--- src/rtl/pid_incr_pkg.sv ---
package pid_incr_pkg;
  // number of error history taps (current, one back, two back)
  localparam int unsigned NUM_TAPS = 3;
  localparam int unsigned TAP_CUR  = 0;
  localparam int unsigned TAP_D1   = 1;
  localparam int unsigned TAP_D2   = 2;
endpackage

--- src/rtl/pid_err_sub.sv ---
module pid_err_sub #(
  parameter int DATA_W = 8
) (
  input  logic [DATA_W-1:0]        setpoint,
  input  logic [DATA_W-1:0]        feedback,
  output logic signed [DATA_W:0]   err
);
  // zero-extend both samples, then take the signed difference
  assign err = $signed({1'b0, setpoint}) - $signed({1'b0, feedback});
endmodule

--- src/rtl/pid_tap_mul.sv ---
module pid_tap_mul #(
  parameter int COEF_W = 16,
  parameter int ERR_W  = 9,
  parameter int FRAC_W = 8,
  localparam int PROD_W = COEF_W + ERR_W
) (
  input  logic signed [COEF_W-1:0] coef,
  input  logic signed [ERR_W-1:0]  err,
  output logic signed [PROD_W-1:0] scaled
);
  logic signed [PROD_W-1:0] coef_x;
  logic signed [PROD_W-1:0] err_x;
  logic signed [PROD_W-1:0] full;

  assign coef_x = PROD_W'(coef);
  assign err_x  = PROD_W'(err);
  assign full   = coef_x * err_x;
  // drop the fractional bits of the coefficient, keeping the sign
  assign scaled = full >>> FRAC_W;
endmodule

--- src/rtl/pid_acc_sat.sv ---
module pid_acc_sat
  import pid_incr_pkg::*;
#(
  parameter int DATA_W = 8,
  parameter int PROD_W = 25
) (
  input  logic [DATA_W-1:0]        u_prev,
  input  logic signed [PROD_W-1:0] term [NUM_TAPS],
  output logic [DATA_W-1:0]        u_next
);
  localparam int GUARD = 3;
  localparam int SUM_W = PROD_W + GUARD;
  localparam logic signed [SUM_W-1:0] U_MAX = SUM_W'((1 << DATA_W) - 1);

  logic signed [SUM_W-1:0] acc;

  always_comb begin
    acc = $signed({{(SUM_W-DATA_W){1'b0}}, u_prev});
    for (int i = 0; i < int'(NUM_TAPS); i++) begin
      acc = acc + $signed({{GUARD{term[i][PROD_W-1]}}, term[i]});
    end
  end

  // clamp to the actuator code range
  always_comb begin
    if (acc < 0) begin
      u_next = '0;
    end else if (acc > U_MAX) begin
      u_next = '1;
    end else begin
      u_next = acc[DATA_W-1:0];
    end
  end
endmodule

--- src/rtl/pid_incr_core.sv ---
module pid_incr_core
  import pid_incr_pkg::*;
#(
  parameter int DATA_W = 8,
  parameter int COEF_W = 16,
  parameter int FRAC_W = 8
) (
  input  logic                     clk,
  input  logic                     rst,
  input  logic                     sample_vld_i,
  input  logic [DATA_W-1:0]        setpoint_i,
  input  logic [DATA_W-1:0]        feedback_i,
  input  logic signed [COEF_W-1:0] coef_b0_i,
  input  logic signed [COEF_W-1:0] coef_b1_i,
  input  logic signed [COEF_W-1:0] coef_b2_i,
  output logic [DATA_W-1:0]        ctrl_o,
  output logic                     ctrl_vld_o
);
  localparam int ERR_W  = DATA_W + 1;
  localparam int PROD_W = COEF_W + ERR_W;

  logic signed [ERR_W-1:0]  err_now;
  logic signed [ERR_W-1:0]  err_d1_q;
  logic signed [ERR_W-1:0]  err_d2_q;
  logic [DATA_W-1:0]        u_prev_q;
  logic [DATA_W-1:0]        u_next;

  logic signed [COEF_W-1:0] coef_tap [NUM_TAPS];
  logic signed [ERR_W-1:0]  err_tap  [NUM_TAPS];
  logic signed [PROD_W-1:0] term_tap [NUM_TAPS];

  pid_err_sub #(.DATA_W(DATA_W)) u_err (
    .setpoint (setpoint_i),
    .feedback (feedback_i),
    .err      (err_now)
  );

  assign coef_tap[TAP_CUR] = coef_b0_i;
  assign coef_tap[TAP_D1]  = coef_b1_i;
  assign coef_tap[TAP_D2]  = coef_b2_i;
  assign err_tap[TAP_CUR]  = err_now;
  assign err_tap[TAP_D1]   = err_d1_q;
  assign err_tap[TAP_D2]   = err_d2_q;

  // one multiplier per tap, all active in the same cycle
  for (genvar t = 0; t < int'(NUM_TAPS); t++) begin : g_tap
    pid_tap_mul #(
      .COEF_W (COEF_W),
      .ERR_W  (ERR_W),
      .FRAC_W (FRAC_W)
    ) u_mul (
      .coef   (coef_tap[t]),
      .err    (err_tap[t]),
      .scaled (term_tap[t])
    );
  end

  pid_acc_sat #(
    .DATA_W (DATA_W),
    .PROD_W (PROD_W)
  ) u_acc (
    .u_prev (u_prev_q),
    .term   (term_tap),
    .u_next (u_next)
  );

  always_ff @(posedge clk) begin
    if (rst) begin
      u_prev_q <= '0;
      err_d1_q <= '0;
      err_d2_q <= '0;
    end else if (sample_vld_i) begin
      u_prev_q <= u_next;
      err_d1_q <= err_now;
      err_d2_q <= err_d1_q;
    end
  end

  always_ff @(posedge clk) begin
    if (rst) begin
      ctrl_vld_o <= 1'b0;
    end else begin
      ctrl_vld_o <= sample_vld_i;
    end
  end

  assign ctrl_o = u_prev_q;
endmodule

--- config.mk ---
export PLATFORM = sky130hd
export DESIGN_NAME = pid_incr_core
export DESIGN_NICKNAME = d
export VERILOG_FILES = /design/src/rtl/pid_incr_pkg.sv /design/src/rtl/pid_err_sub.sv /design/src/rtl/pid_tap_mul.sv /design/src/rtl/pid_acc_sat.sv /design/src/rtl/pid_incr_core.sv
export SDC_FILE = /design/constraint.sdc
export NUM_CORES = 1
export LEC_CHECK = 0
export ABC_AREA = 1
export CELL_PAD_IN_SITES_DETAIL_PLACEMENT = 1
export CELL_PAD_IN_SITES_GLOBAL_PLACEMENT = 1
export CORE_MARGIN = 2
export CORE_UTILIZATION = 30
export DETAILED_ROUTE_END_ITERATION = 12
export PLACE_DENSITY_LB_ADDON = 0.2
export SYNTH_ARGS = -nofsm -noshare
export SYNTH_HDL_FRONTEND = slang
export SYNTH_SLANG_ARGS = --single-unit
--- constraint.sdc ---
create_clock -name clk -period 12.3 [get_ports clk]
set_input_delay 2.46 -clock clk [delete_from_list [all_inputs] [get_ports clk]]
set_output_delay 2.46 -clock clk [all_outputs]
set_load 0.005 [all_outputs]
==> results by stage, run 1 <==
Timing:
- The hold violation total from the final report is 0.
- The count of pins over their slew limit is 0.
- The highest attainable clock frequency is 0.0849 GHz.
- After layout, the worst path uses 95.7% of the clock period.
- The post-route clock skew is 4.77 ps.
- At the pin with the least slew margin, the transition time is 873 ps.
- In this run the tightest slew margin relative to its limit is 41.7%.
- Adding up every negative setup slack in the final design gives 0 ps.
- The final count of negative-setup-slack endpoints is 0.
- The clock period could shrink to 11780 ps.

Synthesis:
- The number of distinct standard cells referenced by the synthesized netlist is 41.
- Counting every net in the synthesized netlist gives 3051.
- The share of flip-flops with an asynchronous set or reset is 0%.
- Dividing the synthesized area by the synthesized cell count gives 7.54 µm².
- Summed over all instances, the cell type with the most area after synthesis is sky130_fd_sc_hd__fa_1.
- Summing the sequential cell areas from Yosys gives 2.96% of the chip area.
- The gate count after technology mapping is 2424.
- Yosys attributes the largest share of cell area to sky130_fd_sc_hd__fa_1 (40%), sky130_fd_sc_hd__ha_1 (13%), sky130_fd_sc_hd__inv_1 (13%).
- Counting flops with a built-in enable in the synthesized netlist gives 0.
- The most instantiated flip-flop cell in the synthesis netlist is sky130_fd_sc_hd__dfxtp_1.
- After synthesis the netlist holds a flip-flop and latch count of 27.
- Summing every instance area after synthesis gives 18300 µm².
- The warning count from the yosys run is 0.
- The share of synthesized area in the top cell type comes to 40.0%.

GRT:
- The initial antenna violation count is 0.
- The global-route usage over all layers is 16.9%.
- The via count of the first global-routing pass was 16600.
- The leftover overflow at the end of global routing is 0.
- Entering global routing, the biggest net connects 28 pins.
- The first global-routing pass estimated 86400 µm of wire.

Finish:
- 0 antenna diodes ended up in the layout.
- After filler insertion, the fill cell instance count of the layout stands at 7452.
- At the end of the flow, the number of nets in the layout was 3095.
- The area added between synthesis and finish is 10.9%.
- After routing the design area is 20300 µm².
- The share of the core filled with cells is 33.6%.
- The ratio of cells with drive above 1 in the final layout is 5.47%.

Drt:
- The final route contains 14800 vias.
- The via density per instance is 4.55.
- For this block, the initial DRC count from the detailed router was 476.
- In the routed design, unresolved DRC markers number 0.
- The final layout contains routed wiring with a total length of 51400 µm.
- In the final routed layout, each cell accounts on average for 15.8 µm.
- The first detailed-routing pass took 5 iterations.
- Once detail routing completed, the nets flagged for antenna violations numbered 0.

Die:
- Measured along the y axis, the die boundary spans 251 µm.
- The initial core utilization is 30.3%.
- The total core area is 60400 µm².
- Row generation in the floorplan step produced 90 rows.
- The number of top-level design ports is 76.
- The die width is 251 µm.
- The total die area is 62900 µm².

Place:
- After detailed placement, the total cell area comes to 20000 µm².
- The quantity of I/O buffers inserted on ports is 75.
- The placer's final routability congestion estimate is 0.832.
- The wire-length estimate of the detail-placed layout is 45400 µm.

Clock network:
- The CTS tree is done.
- After clock tree synthesis, the clock-pin slew on the worst setup and hold paths is 70 ps.
- For this design, the sink count on the clock tree is 27.
- The root buffer cell is sky130_fd_sc_hd__clkbuf_16.
- Buffers inserted during clock tree synthesis total 3.
- In this run the number of H-tree levels came out at 1.
- For this design, the CTS-stage hold fixing added 0 buffers.
- In this run the deepest clock path goes through 2 buffers.
- The clock insertion delay at the later pin of the skew report is 270 ps.

Setup path:
- The setup slack of the most critical reg-to-reg path is 3080 ps.
- The highest fanout seen on the critical path is 7.
- The element type at the critical path start is an input pin.
- Measured in cells, the most critical reg-to-reg path has a length of 41.
- The worst endpoint required time is 12430 ps.
- At the worst endpoint, the arrival time is 11910 ps.
- Counting stages on the worst path, the most repeated cell is sky130_fd_sc_hd__nand2_1.
- The largest single stage delay on the critical path is 510 ps.
- The endpoint identified for the worst register-to-register timing path is ctrl_o[3]$_SDFFE_PP0P_.
- The cell with the largest stage delay on the worst path is sky130_fd_sc_hd__fa_1.
- The critical path endpoint category is a flop.
- The kind of critical path is in2reg.
- The start of the worst register-to-register path is err_d1_q[8]$_SDFFE_PP0P_.

Worst hold path:
- The worst hold path terminates at ctrl_o[3]$_SDFFE_PP0P_.
- The path category of the worst min-delay check is reg2reg.
- In this run the most critical hold path is launched from ctrl_o[3]$_SDFFE_PP0P_.
- The worst hold path depth is 2.

Job:
- The number of max-capacitance violations reported is 0.

Status:
- The flow ran to the end, and the final reports show no timing, DRC or antenna violations.
-- worst max path at each step --
stage	from	endpoint	slack, ps	cells past startpoint
after floorplan	feedback_i[2]	ctrl_o[0]$_SDFFE_PP0P_	1150	54
after CTS	feedback_i[0]	ctrl_o[3]$_SDFFE_PP0P_	120	58
after global routing	setpoint_i[0]	ctrl_o[3]$_SDFFE_PP0P_	-40	56
after detailed placement	feedback_i[0]	ctrl_o[3]$_SDFFE_PP0P_	-160	58
final	feedback_i[0]	ctrl_o[3]$_SDFFE_PP0P_	520	55
after global placement	feedback_i[0]	ctrl_o[0]$_SDFFE_PP0P_	120	58
-- cell type report --
class | instances | area [µm²] | share of cell area [%]
clock buffer | 3 | 75.1 | 0.370
clock inverter | 1 | 7.51 | 0.0370
inverter | 611 | 2300 | 11.3
multi-input combinational | 1703 | 15300 | 75.3
sequential | 27 | 541 | 2.67
tap | 782 | 978 | 4.82
timing repair buffer | 122 | 1100 | 5.44
-- synthesized netlist by cell type, types with 5 or more instances --
master,count
sky130_fd_sc_hd__o21bai_1,9
sky130_fd_sc_hd__dfxtp_1,27
sky130_fd_sc_hd__fa_1,365
sky130_fd_sc_hd__a21o_1,5
sky130_fd_sc_hd__nand2_1,570
sky130_fd_sc_hd__xor2_1,58
sky130_fd_sc_hd__inv_1,609
sky130_fd_sc_hd__a31oi_1,7
sky130_fd_sc_hd__clkbuf_1,74
sky130_fd_sc_hd__or2_2,31
sky130_fd_sc_hd__ha_1,195
sky130_fd_sc_hd__o21ai_0,49
sky130_fd_sc_hd__buf_4,5
sky130_fd_sc_hd__nand2_2,8
sky130_fd_sc_hd__xnor2_1,37
sky130_fd_sc_hd__nand3_1,41
sky130_fd_sc_hd__a21oi_1,105
sky130_fd_sc_hd__nor3_1,9
sky130_fd_sc_hd__nor2_1,171
sky130_fd_sc_hd__nand4_1,12
-- per-layer routing --
metal	wire length (µm)	share of wire (%)	track usage, %	up-vias
met3	1090	2.1	1.23	28
met2	25200	49	29.8	139
li1	-	-	-	7160
met1	24600	48	23.4	7453
met4	553	1.1	1.68	0
met5	0	0	0	-
-- what timing repair did --
item	4_1_cts	5_1_grt
gates resized for setup	0	35
buffers inserted	0	4
setup endpoints to repair	0	8
-- cell families after synthesis --
logic type                 after synthesis  share of synthesized area [%]
adders and majority gates              560                           53.3
buffers and inverters                  694                           14.4
and+or+nand+nor                        851                           18.7
DFF                                     27                           2.96
xor gates and xnor gates                96                           4.64
AOI/OAI and AO/OA                      196                           6.05
-- cell usage in the layout, fill, tap and decap left out, types with 2 or more instances in the layout --
cell type                         instances
sky130_fd_sc_hd__and2_1                   2
sky130_fd_sc_hd__clkinvlp_4               2
sky130_fd_sc_hd__a31oi_1                  6
sky130_fd_sc_hd__o21a_1                   4
sky130_fd_sc_hd__o31ai_1                  2
sky130_fd_sc_hd__xnor2_1                 37
sky130_fd_sc_hd__inv_1                  608
sky130_fd_sc_hd__o21ai_1                  2
sky130_fd_sc_hd__nor2_2                   5
sky130_fd_sc_hd__a21oi_1                 99
sky130_fd_sc_hd__nand3_1                 39
sky130_fd_sc_hd__nand3_2                  3
sky130_fd_sc_hd__a21oi_2                  6
sky130_fd_sc_hd__nand2_2                 15
sky130_fd_sc_hd__ha_1                   189
sky130_fd_sc_hd__or2_2                   31
sky130_fd_sc_hd__nor3_1                   9
sky130_fd_sc_hd__nand3b_1                 2
sky130_fd_sc_hd__clkbuf_16                3
sky130_fd_sc_hd__nand2_1                563
sky130_fd_sc_hd__a21o_1                   5
sky130_fd_sc_hd__buf_4                   47
sky130_fd_sc_hd__xor2_2                   2
sky130_fd_sc_hd__o211ai_1                 3
sky130_fd_sc_hd__o21bai_1                 8
sky130_fd_sc_hd__fa_1                   365
sky130_fd_sc_hd__clkdlybuf4s50_1         75
sky130_fd_sc_hd__xor2_1                  57
sky130_fd_sc_hd__dfxtp_1                 27
sky130_fd_sc_hd__nor2_1                 166
sky130_fd_sc_hd__nand4_1                 12
sky130_fd_sc_hd__ha_4                     5
sky130_fd_sc_hd__o21ai_0                 48
sky130_fd_sc_hd__inv_2                    2
sky130_fd_sc_hd__o21ai_2                  5
-- metrics by stage --
stage	setup WS, ps	hold WS, ps	cells
floorplan	1150	475	2424
global placement	116	482	3241
detailed placement	-163	477	3241
CTS	116	486	3245
global route	-43.3	535	3249
finish	524	489	3249
-- critical path: cells and delay by family --
family / cells / cell delay, ps
compound gates: 8 / 1160
fa+ha+maj: 12 / 4670
buf+inv: 12 / 1410
xor+xnor: 2 / 410
simple gates: 21 / 1820
-- state kept, by name (all words and copies together) (netlist names) --
register / flops
ctrl_o: 8
ctrl_vld_o: 1
err_d1_q: 9
err_d2_q: 9
Power of run 1 is left out: the tool's default activity adds up to more than one toggle a clock period on the data nets, which glitch-free logic cannot reach.
==> run 2, diff against run 1 <==
Settings changed: CTS_CLUSTER_SIZE set to 12.
==> results of run 2 <==
Final layout, timing and power as in run 1 (identical DEF).
Power of run 2 is left out for the same reason.
==> run 3, diff against run 2 <==
Settings changed: CELL_PAD_IN_SITES_DETAIL_PLACEMENT 1 to 0, CELL_PAD_IN_SITES_GLOBAL_PLACEMENT 1 to 2.
==> run 3 against run 2 <==
Effect of this change:
- critical path depth is 2 higher
- sequential share of layout area hardly changed
- first-iteration DRC count is 4.4% higher
- sequential cell count stayed put
- utilization hardly changed
- global-route usage is 0.66 points lower
- register-to-register slack better by 120 ps
- non-clock buffer count is 6 lower
- clock-buffer cell count stayed put
- largest cell class unchanged
- setup slack better by 140 ps
- cell area is 0.15% lower
==> results by stage, run 3 (same netlist as run 1, synthesis figures left out) <==
Status:
- The run finished with clean final reports.

Finish:
- The ratio of cells with drive above 1 in the final layout is 5.53% (+0.054 points).
- The post-layout instance count excluding filler cells is 3244 (-0.15%).
- The library cell used most frequently in the layout, excluding fill and tap cells, is sky130_fd_sc_hd__inv_1.
- The area of the multi-input gates is 15300 µm² (about the same).
- The number of fill cells is 6547 (-12%).
- The sequential standard cell area came to 541 µm² (unchanged).
- From synthesis to final layout, the design area changed by 10.7%.
- In the layout the commonest cells are sky130_fd_sc_hd__inv_1 (607), sky130_fd_sc_hd__nand2_1 (567), sky130_fd_sc_hd__fa_1 (364).
- The share of the core filled with cells is 33.6% (-0.050 points).
- The number of nets in the layout is 3089 (-0.19%).

Timing:
- The count of pins over their slew limit is 0 (unchanged).
- The remaining max-slew budget at the tightest pin was 36.4% (-5.4 points).
- The slew at the pin closest to its max-slew limit was 953 ps (+80.2 ps).
- The highest attainable clock frequency was 0.0859 GHz (+1.2%).
- The hold violation total from the final report is 0 (unchanged).
- The final count of negative-setup-slack endpoints is 0 (unchanged).
- The post-layout minimum cycle time is 11640 ps (-135 ps).
- The post-route clock skew was 5.92 ps (+1.15 ps).
- The share of the clock period used by the worst path is 94.6% (-1.1 points).

Die:
- The total die area came to 62900 µm² (unchanged).
- The die extent in y is 251 µm (unchanged).
- The die width came to 251 µm (unchanged).
- The standard-cell row count was 90 (unchanged).
- The initial core utilization is 30.3% (unchanged).
- The total core area is 60400 µm² (unchanged).
- The number of top-level design ports is 76 (unchanged).

Job:
- The number of max-capacitance violations reported is 0 (unchanged).

Clock network:
- The sink count of the clock tree came to 27 (unchanged).
- The post-cts hold buffer count is 0 (unchanged).
- The clock insertion delay at the later pin of the skew report is 270 ps (about the same).
- The TritonCTS buffer count is 3 (unchanged).
- Clock tree synthesis selected as its root buffer the cell sky130_fd_sc_hd__clkbuf_16.
- The maximum clock path buffer count is 2 (unchanged).
- The CTS H-tree depth was 1 (unchanged).
- The clock input transition at the sequential cells of the worst setup and hold paths is 80 ps (about the same).
- The CTS tree is done.

Drt:
- The via density per instance is 4.48 (-1.4%).
- The violation count after the first detailed-route iteration is 497 (+4.4%).
- The remaining antenna violation count was 0 (unchanged).
- The final routed wirelength across all metal layers is 49200 µm (-4.4%).
- The DRC violation count after routing was 0 (unchanged).
- The final routed wire length divided by cell count is 15.2 µm (-4.3%).
- The number of detailed-routing iterations run before antenna repair was 5 (unchanged).
- The count of vias placed by the detailed router was 14500 (-1.6%).

Setup path:
- The worst endpoint data arrival time is 11780 ps (-130 ps).
- The setup slack of the most critical reg-to-reg path was 3200 ps (+120 ps).
- The worst endpoint required time is 12440 ps (about the same).
- The kind of critical path is in2reg.
- The element type at the critical path start is an input pin.
- The buffer and inverter count on the worst path is 5 (-7).
- The cell family contributing the most delay on the critical path is adder cells.
- The peak per-stage delay on the critical path was 510 ps (about the same).
- The highest fanout seen on the critical path is 7 (unchanged).
- Among all stages on the critical path, the largest delay is contributed by sky130_fd_sc_hd__fa_1.
- STA classifies the critical path endpoint as a flop.
- In this design, the critical path's most frequently occurring cell is sky130_fd_sc_hd__nand2_1.

Place:
- The placer's final routability congestion estimate is 0.809 (-2.8%).
- The quantity of I/O buffers inserted on ports is 75 (unchanged).
- The number of placed instances with taps included was 3235 (-0.19%).
- The half-perimeter wire length after detailed placement is 43400 µm (-4.4%).

Worst hold path:
- The worst hold path belongs to the class reg2reg.

GRT:
- The maximum number of pins on one net before global-route repair was 28 (unchanged).
- The global-route met2 utilization was 28.1% (-1.7 points).
- The met1 track utilization from global routing is 23.2% (-0.16 points).
- The initial antenna violation count is 2 (+2).
- The leftover overflow at the end of global routing is 0 (unchanged).
- The met3 capacity usage during global routing is 1.07% (-0.17 points).
- The first-pass GRT wire length came to 82500 µm (-4.5%).
- The via count of the first global-routing pass is 15600 (-6.2%).
- The global-route usage over all layers is 16.2% (-0.66 points).
- met2 is the most crowded layer.
## run 3: per-stage QoR
step	TNS, ps	hold WS (ps)	setup WS (ps)	instance area [µm²]
detailed placement	-329	501	-57.9	20000
global route	-34.1	536	-19.9	20200
finish	0	511	659	20300
floorplan	0	475	1150	18300
CTS	0	513	218	20000
global placement	-186	492	-38.5	20000
## run 3: path summary, 6_finish.rpt
check,depth (start not counted),from,to
setup / recovery,57,feedback_i[1],ctrl_o[6]$_SDFFE_PP0P_
hold / removal,2,ctrl_o[3]$_SDFFE_PP0P_,ctrl_o[3]$_SDFFE_PP0P_
setup reg to reg,42,err_d1_q[2]$_SDFFE_PP0P_,ctrl_o[6]$_SDFFE_PP0P_
hold reg to reg,2,ctrl_o[3]$_SDFFE_PP0P_,ctrl_o[3]$_SDFFE_PP0P_
## run 3: metal layers
metal	routed length (µm)	vias up
li1	-	7182
met1	24200	7202
met2	23500	148
met3	1160	12
met4	212	2
met5	13	-
## run 3: repair_timing
action,in CTS,in global routing
setup buffers,0,4
resized for setup,0,39
setup endpoints to repair,0,8
endpoints found under the hold margin,0,0
## run 3: final cells by class
cell class	instances	share of cell area (%)
Sequential cell	27	2.67
Antenna cell	1	0.0124
Inverter	611	11.3
Tap cell	782	4.83
Clock inverter	1	0.0247
Clock buffer	3	0.371
Timing Repair Buffer	116	5.23
Multi-Input combinational cell	1703	75.5
## run 3: tightest hold or removal path, stage by stage (launching register included)
cell and delay, ps:
sky130_fd_sc_hd__dfxtp_1 340, sky130_fd_sc_hd__nand2_1 70, sky130_fd_sc_hd__a21oi_1 50
Power of run 3 is left out for the same reason.
